## src/rtl/clsup_pkg.sv

```systemverilog
package clsup_pkg;

    typedef enum logic [3:0] {
        ST_BOOT,
        ST_FILL,
        ST_DRAIN,
        ST_VERDICT,
        ST_HALT,
        ST_CFG,
        ST_PTR,
        ST_LOAD,
        ST_RUN,
        ST_IREF,
        ST_XREF
    } clsup_state_e;

endpackage

```

## src/rtl/clsup_idx.sv

```systemverilog
// Walking index shared by every sequenced phase: steps by one when told,
// otherwise returns to zero.
module clsup_idx #(
    parameter int IW = 4
) (
    input  logic          clk,
    input  logic          rst_n,
    input  logic          step,
    output logic [IW-1:0] q
);

    always_ff @(posedge clk) begin
        if (!rst_n) begin
            q <= '0;
        end else if (step) begin
            q <= q + 1'b1;
        end else begin
            q <= '0;
        end
    end

endmodule

```

## src/rtl/clsup_timer.sv

```systemverilog
// Classify-period timer: counts while run is high and flags the last cycle.
module clsup_timer #(
    parameter int INTERVAL = 20
) (
    input  logic clk,
    input  logic rst_n,
    input  logic run,
    output logic expire
);

    generate
        if (INTERVAL < 2) begin : g_single
            assign expire = run;
        end else begin : g_count
            localparam int TW = $clog2(INTERVAL);
            logic [TW-1:0] cnt_q;

            always_ff @(posedge clk) begin
                if (!rst_n || !run) begin
                    cnt_q <= '0;
                end else begin
                    cnt_q <= cnt_q + 1'b1;
                end
            end

            assign expire = run && (cnt_q == TW'(INTERVAL - 1));
        end
    endgenerate

endmodule

```

## src/rtl/clsup_scan_cmp.sv

```systemverilog
// Compares returned scan bits with the sent pattern and keeps a sticky flag.
module clsup_scan_cmp (
    input  logic clk,
    input  logic rst_n,
    input  logic cmp_en,
    input  logic sent,
    input  logic got,
    output logic fail
);

    always_ff @(posedge clk) begin
        if (!rst_n) begin
            fail <= 1'b0;
        end else if (cmp_en && (sent != got)) begin
            fail <= 1'b1;
        end
    end

endmodule

```

## src/rtl/clsup_ctrl.sv

```systemverilog
// Supervisory sequencer for an analog prototype classifier array.
// All count parameters must be at least 2.
module clsup_ctrl
    import clsup_pkg::*;
#(
    parameter  int SCAN_LEN  = 8,
    parameter  int CFG_WORDS = 4,
    parameter  int N_PROTO   = 16,
    parameter  int DW        = 8,
    parameter  int INTERVAL  = 20,
    localparam int MEM_WORDS = SCAN_LEN + CFG_WORDS + N_PROTO,
    localparam int AW        = $clog2(MEM_WORDS),
    localparam int CSW       = $clog2(CFG_WORDS),
    localparam int PSW       = $clog2(N_PROTO)
) (
    input  logic           clk,
    input  logic           rst_n,
    input  logic           sw_test,
    input  logic           sw_ext,
    output logic [AW-1:0]  mem_addr,
    input  logic [DW-1:0]  mem_rdata,
    output logic           scan_en,
    output logic           scan_sdo,
    input  logic           scan_sdi,
    output logic           cfg_we,
    output logic [CSW-1:0] cfg_sel,
    output logic [DW-1:0]  cfg_data,
    output logic           ptr_rst,
    output logic           cell_we,
    output logic [PSW-1:0] cell_sel,
    output logic [DW-1:0]  cell_data,
    output logic           cls_en,
    output logic           ref_req,
    input  logic           ref_done,
    output logic           test_fail
);

    localparam int CFG_BASE = SCAN_LEN;
    localparam int PRO_BASE = SCAN_LEN + CFG_WORDS;
    localparam int MAX_AB   = (SCAN_LEN > CFG_WORDS) ? SCAN_LEN : CFG_WORDS;
    localparam int MAXC     = (MAX_AB > N_PROTO) ? MAX_AB : N_PROTO;
    localparam int IW       = $clog2(MAXC);

    clsup_state_e  state_q, state_d;
    logic [IW-1:0] idx_q;
    logic          idx_step;
    logic          last_scan, last_cfg, last_pro;
    logic          expire;
    logic          fail_q;

    assign last_scan = (idx_q == IW'(SCAN_LEN - 1));
    assign last_cfg  = (idx_q == IW'(CFG_WORDS - 1));
    assign last_pro  = (idx_q == IW'(N_PROTO - 1));

    // Phase index
    clsup_idx #(.IW(IW)) u_idx (
        .clk   (clk),
        .rst_n (rst_n),
        .step  (idx_step),
        .q     (idx_q)
    );

    // Classify interval
    clsup_timer #(.INTERVAL(INTERVAL)) u_timer (
        .clk    (clk),
        .rst_n  (rst_n),
        .run    (state_q == ST_RUN),
        .expire (expire)
    );

    // Scan compare with sticky failure
    clsup_scan_cmp u_cmp (
        .clk    (clk),
        .rst_n  (rst_n),
        .cmp_en (state_q == ST_DRAIN),
        .sent   (mem_rdata[0]),
        .got    (scan_sdi),
        .fail   (fail_q)
    );

    assign test_fail = fail_q;

    // State register
    always_ff @(posedge clk) begin
        if (!rst_n) begin
            state_q <= ST_BOOT;
        end else begin
            state_q <= state_d;
        end
    end

    // Next state and index stepping
    always_comb begin
        state_d  = state_q;
        idx_step = 1'b0;
        unique case (state_q)
            ST_BOOT:    state_d = sw_test ? ST_FILL : ST_CFG;
            ST_FILL: begin
                idx_step = !last_scan;
                if (last_scan) state_d = ST_DRAIN;
            end
            ST_DRAIN: begin
                idx_step = !last_scan;
                if (last_scan) state_d = ST_VERDICT;
            end
            ST_VERDICT: state_d = fail_q ? ST_HALT : ST_CFG;
            ST_HALT:    state_d = ST_HALT;
            ST_CFG: begin
                idx_step = !last_cfg;
                if (last_cfg) state_d = ST_PTR;
            end
            ST_PTR:     state_d = ST_LOAD;
            ST_LOAD: begin
                idx_step = !last_pro;
                if (last_pro) state_d = ST_RUN;
            end
            ST_RUN: begin
                if (expire) state_d = sw_ext ? ST_XREF : ST_IREF;
            end
            ST_IREF: begin
                if (ref_done) state_d = ST_RUN;
            end
            ST_XREF: begin
                idx_step = !last_pro;
                if (last_pro) state_d = ST_RUN;
            end
            default:    state_d = ST_BOOT;
        endcase
    end

    // Outputs
    always_comb begin
        mem_addr  = '0;
        scan_en   = 1'b0;
        scan_sdo  = 1'b0;
        cfg_we    = 1'b0;
        cfg_sel   = '0;
        cfg_data  = '0;
        ptr_rst   = 1'b0;
        cell_we   = 1'b0;
        cell_sel  = '0;
        cell_data = '0;
        cls_en    = 1'b0;
        ref_req   = 1'b0;
        unique case (state_q)
            ST_FILL: begin
                mem_addr = AW'(idx_q);
                scan_en  = 1'b1;
                scan_sdo = mem_rdata[0];
            end
            ST_DRAIN: begin
                mem_addr = AW'(idx_q);
                scan_en  = 1'b1;
            end
            ST_CFG: begin
                mem_addr = AW'(CFG_BASE) + AW'(idx_q);
                cfg_we   = 1'b1;
                cfg_sel  = CSW'(idx_q);
                cfg_data = mem_rdata;
            end
            ST_PTR:  ptr_rst = 1'b1;
            ST_LOAD, ST_XREF: begin
                mem_addr  = AW'(PRO_BASE) + AW'(idx_q);
                cell_we   = 1'b1;
                cell_sel  = PSW'(idx_q);
                cell_data = mem_rdata;
                ref_req   = (state_q == ST_XREF);
            end
            ST_RUN:  cls_en  = 1'b1;
            ST_IREF: ref_req = 1'b1;
            default: ;
        endcase
    end

endmodule

```

## config.mk

```make
export PLATFORM = sky130hd
export DESIGN_NAME = clsup_ctrl
export DESIGN_NICKNAME = d
export VERILOG_FILES = /design/src/rtl/clsup_pkg.sv /design/src/rtl/clsup_idx.sv /design/src/rtl/clsup_timer.sv /design/src/rtl/clsup_scan_cmp.sv /design/src/rtl/clsup_ctrl.sv
export SDC_FILE = /design/constraint.sdc
export NUM_CORES = 1
export LEC_CHECK = 0
export BUFFER_PORTS_ARGS = -buffer_cell sky130_fd_sc_hd__clkbuf_2
export CORE_MARGIN = 2
export CORE_UTILIZATION = 43
export CTS_BUF_LIST = sky130_fd_sc_hd__clkbuf_16
export CTS_CLUSTER_SIZE = 10
export DETAILED_ROUTE_END_ITERATION = 7
export PLACE_DENSITY = 0.76
export RECOVER_POWER = 100
export SYNTH_ARGS = -nofsm -noshare
export SYNTH_HDL_FRONTEND = slang
export SYNTH_SLANG_ARGS = --single-unit
```

## constraint.sdc

```tcl
create_clock -name clk -period 1.56 [get_ports clk]
set_input_delay 0.234 -clock clk [delete_from_list [all_inputs] [get_ports clk]]
set_output_delay 0.234 -clock clk [all_outputs]
set_load 0.1 [all_outputs]
```

==> results of run 1 <==
## cells by family after synthesis
family	Yosys count	share of synthesized area
compound gates	18	0.1183
xor+xnor	8	0.07635
fa+ha+maj	5	0.05376
buf+inv	18	0.08172
flops	14	0.2409
mux	4	0.03441
simple gates	73	0.3946
## per-stage QoR
stage	utilization	TNS, ns
floorplan	-	-9.577
global placement	0.9301	-1.412
detailed placement	0.9301	-5.844
==> summary.md, run 1 <==
| Metric | Value |
|---|---|
| Pre-CTS setup slack | -0.2756 ns |
| Largest area contributor in the netlist | dfxtp_1 |
| GPL Wtd Cong | approximately 0.89 |
| Post-Syn Area | around 1200 um^2 |
| Status | stopped before the end |
| Synth warn | 0 |
| I/O Buffers | between 40 and 50 |
| First Error | [ERROR DPL-0038] Utilization greater than 100%, impossible to legalize |
| Placed cell area | around 2300 um^2 |
| Cells after DPL | approximately 240 |
| # IOs | approximately 50 |
| Die H | about 56 um |
| Post-CTS Hold Fix Bufs | 0 |
| Hpwl dp | between 3 and 4 mm |
| Syn_nets | around 160 |
| Root Buffer | clkbuf_16 |
| Synth top cells by count | 22 x and2_1, 15 x nor2_1, 14 x dfxtp_1 |
| Num CTS Buffers | 3 |
| Top cells by area, synth | dfxtp_1 24%, and2_1 12%, ha_1 5.4%, nor2_1 4.8%, mux2i_1 3.4% |
| Chip width | 56.02 um |
| Async SR Flop Fraction | 0 |
| Syn Inst Count | 140 |
| PostCTS Resize Cnt | 46 |
| Number of flops mapped to enable cells by yosys | 0 |
| Halt Stage | 4_1_cts |
| Post-CTS setup buffer count | 18 |
| Ys flop type | dfxtp_1 |
| Starting Density | 0.4613 |
| Synth top area share | 0.2409 |
| CTS Sinks | 14 |
| Top-count cell post-synth | and2_1 |
| Cell variety after synth | 40 |
| H-tree depth | 1 |
| Max Buffers Root-to-Sink | 2 |
| Row count | 18 |
| Avg Cell Area, Syn | 8.312 um^2 |
| Sequential share of the synthesized area | 0.2409 |
| Yosys reg bits | 14 |
==> run 2: changes to the inputs <==
CORE_AREA = 2 2 63 65   (was not set)
CORE_MARGIN = not set   (was 2)
CORE_UTILIZATION = not set   (was 43)
CTS_BUF_LIST = not set   (was sky130_fd_sc_hd__clkbuf_16)
CTS_CLUSTER_SIZE = not set   (was 10)
DIE_AREA = 0 0 65 67   (was not set)
PLACE_DENSITY = not set   (was 0.76)
PLACE_DENSITY_LB_ADDON = 0.15   (was not set)
clock period = 2 ns   (was 1.56 ns; I/O delays follow)
==> run 2 against run 1 <==
Against the previous run:
- the flow now finishes without violations
- synthesized area is the same
- synthesized cell count is the same
==> summary.md, run 2 <==
| Metric | Value |
|---|---|
| Status | complete, no violations |
| DRC Markers | 0 |
| Chip width | 65 um |
| Routed WL | roughly 3.6 mm |
| Synth top area share | 0.2409 |
| Starting Density | 0.3227 |
| Die H | around 67 um |
| Post-route cell area | ~2200 um^2 |
| Post-Syn Area | roughly 1200 um^2 |
| Most frequent cells in the layout | 32 x buf_12, 13 x nor2_1, 13 x clkbuf_2, 13 x buf_4, 12 x and2_4 |
| Top flop regs | u_timer.g_count.cnt_q: 5 flops, state_q: 4 flops, u_idx.q: 4 flops |
| Number of flops mapped to enable cells by yosys | 0 |
| CP peak stage delay | ~0.47 ns |
| Synth warn | 0 |
| Commonest non-fill, non-tap cell in the layout | buf_12 |
| Largest area contributor in the netlist | dfxtp_1 |
| Hold path start | rst_n |
| Top cells by area, synth | dfxtp_1 24%, and2_1 12%, ha_1 5.4%, nor2_1 4.8%, mux2i_1 3.4% |
| Placed cell area | between 2000 and 2500 um^2 |
| Worst-path clk slew | about 0.060 ns |
| Synth-to-Final Area Change | 92.80% |
| Slew @ Worst Pin | 1.154 ns |
| Syn Inst Count | 140 |
| HP Class | input port to flip-flop |
| CTS Sinks | 14 |
| CTS tree | built |
| H-tree depth | 1 |
| WL per Instance | around 15 um |
| Gr usage total | 0.1717 |
| Async SR Flop Fraction | 0 |
| Crit path to | cfg_data[0] |
| R2R depth | 6 |
| Hpwl dp | a little under 3 mm |
| Largest net degree at the start of global routing | 14 |
| Pleak | around 0.9 nW |
| ANT cells | 0 |
| Nets@finish | roughly 220 |
| Pre-CTS setup slack | about 0.081 ns |
| I/O Buffers | 48 |
| Core Footprint | between 3000 and 4000 um^2 |
| Max Buffers Root-to-Sink | 2 |
| Synth top cells by count | 22 x and2_1, 15 x nor2_1, 14 x dfxtp_1 |
| Critical Path Fanout Max | 13 |
| # IOs | 49 |
| Crit-path slowest cell | dfxtp_4 |
| Num CTS Buffers | 3 |
| Max reg flops | 5 |
| Critical Path Source Type | flip-flop |
| Highest Clock Rate | 512.2 MHz |
| Ys flop type | dfxtp_1 |
| Final setup viols | 0 |
| Max Slew Vio Count | 0 |
| First-pass GRT wire length | just under 6 mm |
| GPL Wtd Cong | roughly 0.83 |
| R2R Path Start | u_idx.q[3] |
| Post-CTS Hold Fix Bufs | 0 |
| Avg Cell Area, Syn | 8.312 um^2 |
| Via-to-Cell Ratio | just under 5 |
| Clk Latency, worst-skew pair | ~0.25 ns |
| Peak supply drop | around 0.6 mV |
| Antenna-violating nets left | 0 |
| Top-count cell post-synth | and2_1 |
| DRT Pass-1 Iters | 4 |
| Slew HR | 0.2339 |
| Antenna violations before repair | 0 |
| Sequential share of the synthesized area | 0.2409 |
| Syn_nets | roughly 160 |
| Share of cells above drive strength 1 | 0.5584 |
| CP Class | flip-flop to primary output |
| R2r setup slk | roughly 0.19 ns |
| CP startpoint | state_q[0] |
| Max-cap viol count | 0 |
| CP Cell Sequence | nor4bb_4 > buf_6 > and2_1 > buf_12 |
| P per Cell Area | 1072 nW/um^2 |
| Die area | approximately 4400 um^2 |
| Fin crit share | 0.9762 |
| Root Buffer | clkbuf_8 |
| Critical Path AT | ~1.7 ns |
| Final Hold Vio Count | 0 |
| Setup WS post-layout | 0.04753 ns |
| GR Overflow Total | 0 |
| Data required time of the worst path | about 1.7 ns |
| Starting DRT DRC Count | 22 |
| RR Endpoint | state_q[2] |
| Yosys reg bits | 14 |
| Largest Register | u_timer.g_count.cnt_q |
| Cell variety after synth | 40 |
| Final Power | approximately 2.4 mW |
| Via count | about 1200 |
| Vias in the first global route | ~1200 |
| Skew final | 0.007909 ns |
| Setup TNS | 0 ns |
| Endpoint class of the critical path | primary output |
| Minimum clock period | about 2.0 ns |
| Row count | 22 |
run 2: cell counts after synthesis:
No cell type changed its count.
run 2: cell type report:
cell class	count	area, um^2
Fill cell	291	1363
Multi-Input combinational cell	108	960.9
Timing Repair Buffer	65	853.3
Sequential cell	14	291.5
Tap cell	48	60.06
Clock buffer	4	55.05
Inverter	6	22.52
run 2: routing by layer:
layer	track usage	vias up	wire, um
li1	-	593	-
met1	0.1990	575	1483
met2	0.3144	40	1890
met3	0.03378	7	207
met4	0.05585	0	63
met5	0	-	0
run 2: through the flow:
step                      hold slack (ns)  utilization  cells
final                              0.4009       0.6221    245
after global routing               0.4261       0.6221    245
after CTS                          0.4224       0.6138    242
after detailed placement           0.4374       0.5926    237
after global placement             0.4265       0.5926    237
after floorplan                    0.4176            -    140
run 2: critical path, delay by kind of cell (launching register included):
kind | cells | cell delay, ns
buffers and inverters | 2 | 0.38
flip-flops | 1 | 0.47
AND/OR/NAND/NOR | 2 | 0.54
run 2: cell families (layout without fill, tap and decap cells):
group                    count (synthesis)  count (layout)  synth area share
flip-flops                              14              14            0.2409
AO/OA/AOI/OAI                           18              18            0.1183
XOR/XNOR                                 8               8           0.07635
multiplexers                             4               4           0.03441
adder cells (fa/ha/maj)                  5               5           0.05376
AND/OR/NAND/NOR                         73              73            0.3946
buffers and inverters                   18              75           0.08172
run 2: worst min path at each step:
stage	end	slack [ns]	cells past startpoint
floorplan	u_timer.g_count.cnt_q[0]	0.42	1
global placement	u_timer.g_count.cnt_q[0]	0.43	1
detailed placement	u_timer.g_count.cnt_q[0]	0.44	1
CTS	state_q[0]	0.42	3
global route	state_q[0]	0.43	3
finish	state_q[2]	0.40	3
run 2: what timing repair did:
| action | 4_1_cts | 5_1_grt |
|---|---|---|
| pin swaps | 2 | 2 |
| buffers inserted | 1 | 3 |
| gates resized for setup | 6 | 11 |
| setup endpoints to repair | 25 | 17 |
run 2: power breakdown:
group	leakage, nW	switching (mW)	internal (mW)
logic	0.775	0.969	0.716
clock network	0.0288	0.104	0.174
registers	0.116	0.112	0.330
Note: power is estimated with default switching activity, not from simulation.
==> run 3: changes to the inputs <==
==> constraint.sdc (replaced) <==
create_clock -name clk -period 2 [get_ports clk]
set_input_delay 0 -clock clk [delete_from_list [all_inputs] [get_ports clk]]
set_output_delay 0 -clock clk [all_outputs]
set_load 0.1 [all_outputs]
==> run 3 against run 2 <==
Against the previous run:
- final cell count decreased by 2.4%
- critical path depth increased by 1
- combinational power decreased by 20%
- clock power is 1% lower
- core utilization shrank 11 points
- largest cell class unchanged
- highest routed layer unchanged
==> summary.md, run 3 (synthesis gave the netlist of run 2 again) <==
| Metric | Value |
|---|---|
| # IOs | 49 |
| Max reg flops | 5 |
| Nets@finish | around 210 |
| Starting DRT DRC Count | 29 |
| Slew @ Worst Pin | 1.161 ns |
| Fin Hold WS | ~0.10 ns |
| I/O Buffers | 48 |
| Endpoint class of the critical path | primary output |
| Vias in the first global route | ~1200 |
| Max-cap viol count | 0 |
| Minimum clock period | 1.875 ns |
| Post-CTS setup buffer count | 0 |
| Max Buffers Root-to-Sink | 2 |
| CTS tree | built |
| Final setup viols | 0 |
| Via count | 1165 |
| Chip width | between 60 and 70 um |
| Num CTS Buffers | 3 |
| Post-route insts no fill | around 240 |
| Routed WL | approximately 3.4 mm |
| Core Footprint | between 3000 and 4000 um^2 |
| Slew HR | 0.2291 |
| Final Hold Vio Count | 0 |
| Top flop regs | u_timer.g_count.cnt_q: 5 flops, state_q: 4 flops, u_idx.q: 4 flops |
| RSZ-0062 raised after global routing | false |
| H-tree depth | 1 |
| Hold path start | rst_n |
| Cells after DPL | approximately 240 |
| Critical Path Source Type | flip-flop |
| Root Buffer | clkbuf_8 |
| Final core occ | 0.5094 |
| Antenna violations before repair | 0 |
| R2R Path Start | state_q[3] |
| R2r setup slk | approximately 0.16 ns |
| Highest Clock Rate | roughly 530 MHz |
| Share of cells above drive strength 1 | 0.4660 |
| WL per Instance | 14.34 um |
| Synth-to-Final Area Change | 57.85% |
| Hold Crit Depth | 3 |
| WHS Endpoint | state_q[2] |
| P per Cell Area | roughly 1100 nW/um^2 |
| Largest Register | u_timer.g_count.cnt_q |
| Row count | 22 |
| Most frequent cells in the layout | 17 x and2_2, 17 x buf_6, 15 x clkbuf_2, 14 x nor2_1 |
| Number of fill cells | 363 |
| Pleak | around 0.79 nW |
| Skew final | approximately 0.0028 ns |
| Via-to-Cell Ratio | around 5 |
| ANT cells | 0 |
| CP Class | flip-flop to primary output |
| Gr usage total | 0.1677 |
| Max Slew Vio Count | 0 |
| First-pass GRT wire length | roughly 5.7 mm |
| Die area | 4355 um^2 |
| Hpwl dp | approximately 2.8 mm |
| Starting Density | 0.3227 |
| PostCTS Resize Cnt | 1 |
| Peak supply drop | approximately 0.48 mV |
| Status | complete, no violations |
| RR Endpoint | state_q[3] |
| Setup WS post-layout | roughly 0.12 ns |
| Register area | ~280 um^2 |
| Largest net degree at the start of global routing | 19 |
| Clk Latency, worst-skew pair | approximately 0.25 ns |
| Area of the multi-input gates | around 820 um^2 |
| Data required time of the worst path | ~2 ns |
| Worst-path clk slew | ~0.06 ns |
| Critical Path Fanout Max | 13 |
| GR Overflow Total | 0 |
| GPL Wtd Cong | 0.8415 |
| Die H | between 60 and 70 um |
| CTS Sinks | 14 |
| R2R depth | 5 |
| Final Power | slightly above 2 mW |
| Pre-CTS setup slack | between 0.15 and 0.2 ns |
| DRT Pass-1 Iters | 4 |
| Fin crit share | 0.9377 |
| Antenna-violating nets left | 0 |
| Critical Path AT | between 1.5 and 2 ns |
| DRC Markers | 0 |
| Post-CTS Hold Fix Bufs | 0 |
| HP Class | input port to flip-flop |
-- run 3: cell count changes in the layout (fill, tap and decap cells not counted), moves of 2 or more --
cell,previous run,this run
mux2i_1,2,4
dfxtp_1,9,11
buf_6,2,17
and2_1,4,2
clkbuf_2,13,15
buf_12,32,11
and2_4,12,0
dfxtp_4,2,0
mux2i_4,2,0
clkbuf_1,1,3
buf_4,13,10
and2_2,6,17
and2_0,0,3
-- run 3: worst max-delay path by stage --
stage / from / to / slack [ns]
after floorplan: state_q[1] / state_q[2] / -0.23
after global placement: state_q[2] / state_q[3] / 0.28
after detailed placement: state_q[2] / state_q[0] / 0.15
after CTS: state_q[0] / mem_addr[3] / 0.12
after global routing: state_q[3] / mem_addr[3] / 0.02
final: state_q[3] / cfg_data[0] / 0.12
-- run 3: metrics by stage --
step / TNS [ns] / instance area (um^2)
6_report: 0 / 1837
5_1_grt: 0 / 1837
4_1_cts: 0 / 2125
3_5_place_dp: 0 / 2068
3_3_place_gp: 0 / 2068
2_1_floorplan: -1.301 / 1275
-- run 3: layout make-up --
type,count,share of cell area
tap,48,0.03270
inverter,6,0.01226
multi-input combinational,108,0.4489
timing repair buffer,59,0.3215
clock buffer,4,0.02997
sequential,14,0.1546
-- run 3: worst max-delay path, stage by stage, from the launching register on --
cell and delay [ns]:
dfxtp_1 0.39, clkbuf_2 0.25, nor4bb_4 0.32, buf_4 0.24, and2_1 0.14, buf_4 0.28
-- run 3: metal layers --
| metal | vias up | wire length, um | global-route usage |
|---|---|---|---|
| li1 | 579 | - | - |
| met1 | 541 | 1535 | 0.2000 |
| met2 | 37 | 1608 | 0.2887 |
| met3 | 8 | 182 | 0.02365 |
| met4 | 0 | 102 | 0.09309 |
| met5 | - | 0 | 0 |
-- run 3: report_power, final --
| part | internal [mW] | switching [mW] |
|---|---|---|
| clock network | 0.174 | 0.101 |
| logic | 0.495 | 0.859 |
| registers | 0.323 | 0.117 |
| total | 0.993 | 1.08 |
==> run 4: changes to the inputs <==
clock period = 2.3 ns   (was 2 ns; I/O delays follow)
==> run 4 against run 3 <==
Against the previous run:
- combinational power is 18% lower
- cell area is 7.6% lower
- total power is 18% lower
- final cell count is 1.3% lower
- critical path type unchanged
- largest power group unchanged
==> summary.md, run 4 (synthesis gave the netlist of run 2 again) <==
| Metric | Value |
|---|---|
| Status | complete, no violations |
| Critical Path Fanout Max | 11 |
| First-pass GRT wire length | just over 5 mm |
| Via count | around 1100 |
| Worst-path clk slew | roughly 0.06 ns |
| Data required time of the worst path | 2.30 ns |
| Critical Path Source Type | flip-flop |
| H-tree depth | 1 |
| Antenna-violating nets left | 0 |
| Wire length on met3 | roughly 210 um |
| I/O Buffers | 48 |
| CTS Sinks | 14 |
| ANT cells | 0 |
| Fin crit share | 0.9234 |
| Row count | 22 |
| DRC Markers | 0 |
| Fin Hold WS | 0.1086 ns |
| Setup WS post-layout | 0.1761 ns |
| Gr usage total | 0.1543 |
| # IOs | roughly 50 |
| Skew final | just under 0.009 ns |
| Vias in the first global route | between 1000 and 1500 |
| Chip width | between 60 and 70 um |
| Top flop regs | u_timer.g_count.cnt_q: 5 flops, state_q: 4 flops, u_idx.q: 4 flops |
| Final Hold Vio Count | 0 |
| Post-CTS Hold Fix Bufs | 0 |
| Starting DRT DRC Count | 14 |
| WL per Instance | roughly 13 um |
| Commonest non-fill, non-tap cell in the layout | clkbuf_2 |
| Clk Latency, worst-skew pair | about 0.25 ns |
| DR top layer | met4 |
| Synth-to-Final Area Change | 45.81% |
| PostCTS Resize Cnt | 0 |
| Most frequent cells in the layout | 24 x clkbuf_2, 15 x nor2_1, 14 x dfxtp_1, 13 x and2_1, 12 x buf_12 |
| Antenna violations before repair | 0 |
| Post-CTS setup buffer count | 0 |
| Minimum clock period | about 2.1 ns |
| Max Buffers Root-to-Sink | 2 |
| Peak supply drop | about 0.37 mV |
| Largest Register | u_timer.g_count.cnt_q |
| Max reg flops | 5 |
| P per Cell Area | ~1000 nW/um^2 |
| Starting Density | 0.3227 |
| Final setup viols | 0 |
| CP Class | flip-flop to primary output |
| RSZ-0062 raised after global routing | false |
| DRT met1 WL | around 1.4 mm |
| R2r setup slk | around 0.36 ns |
| Die area | about 4400 um^2 |
| Critical Path AT | approximately 2.1 ns |
| Largest net degree at the start of global routing | 14 |
| Highest Clock Rate | approximately 470 MHz |
| Share of cells above drive strength 1 | 0.3511 |
| Max-cap viol count | 0 |
| DRT Pass-1 Iters | 4 |
| Pleak | approximately 0.75 nW |
| Met2 WL post-DR | between 1 and 1.5 mm |
| Endpoint class of the critical path | primary output |
| Num CTS Buffers | 3 |
| GPL Wtd Cong | between 0.8 and 0.9 |
| Max Slew Vio Count | 0 |
| Pre-CTS setup slack | 0.4118 ns |
| Hpwl dp | around 2.4 mm |
| Die H | ~67 um |
| Slew @ Worst Pin | roughly 1.2 ns |
| Core Footprint | roughly 3600 um^2 |
| CTS tree | built |
| GR Overflow Total | 0 |
| HP Class | input port to flip-flop |
| Root Buffer | clkbuf_8 |
| Via-to-Cell Ratio | between 4 and 5 |
| Routed WL | roughly 3.1 mm |
| Nets@finish | approximately 210 |
| Slew HR | 0.2286 |
run 4: worst paths after layout:
check,start,endpoint,depth (start not counted)
worst max-delay path,state_q[2],cell_sel[1],6
worst min-delay path,rst_n,state_q[0],3
worst max register to register,state_q[1],state_q[3],5
worst min register to register,u_timer.g_count.cnt_q[0],u_timer.g_count.cnt_q[0],1
run 4: critical path, cell delays in order (launching register included):
cell and delay [ns]:
dfxtp_1 0.59, buf_4 0.23, nand4b_4 0.12, nand2_1 0.21, buf_4 0.18, and2_1 0.12, buf_2 0.42
run 4: final cells by class:
class                   instances  area [um^2]
inverters                       6        22.52
flip-flops and latches         14        280.3
multi-input cells             108        797.0
clock buffers                   4        55.05
fillers                       372         1909
well taps                      48        60.06
repair buffers                 56        481.7
run 4: power by group:
group	leakage [nW]	internal (mW)	switching, mW
Combinational	0.605	0.356	0.758
Clock	0.0288	0.152	0.0897
Sequential	0.114	0.275	0.0699
run 4: per-stage QoR:
step	power [mW]	cells	area (um^2)	setup TNS [ns]	util
4_1_cts	1.778	236	1780	0	0.4938
5_1_grt	1.800	236	1697	0	0.4705
6_report	1.700	236	1697	0	0.4705
2_1_floorplan	1.279	140	1207	-1.094	-
3_5_place_dp	1.532	232	1725	0	0.4785
3_3_place_gp	1.521	232	1725	0	0.4785
run 4: routing by layer:
metal  vias up  track usage
met5         -            0
met2        40       0.2564
met1       530       0.1961
met3         2      0.02703
li1        571            -
met4         0      0.06383
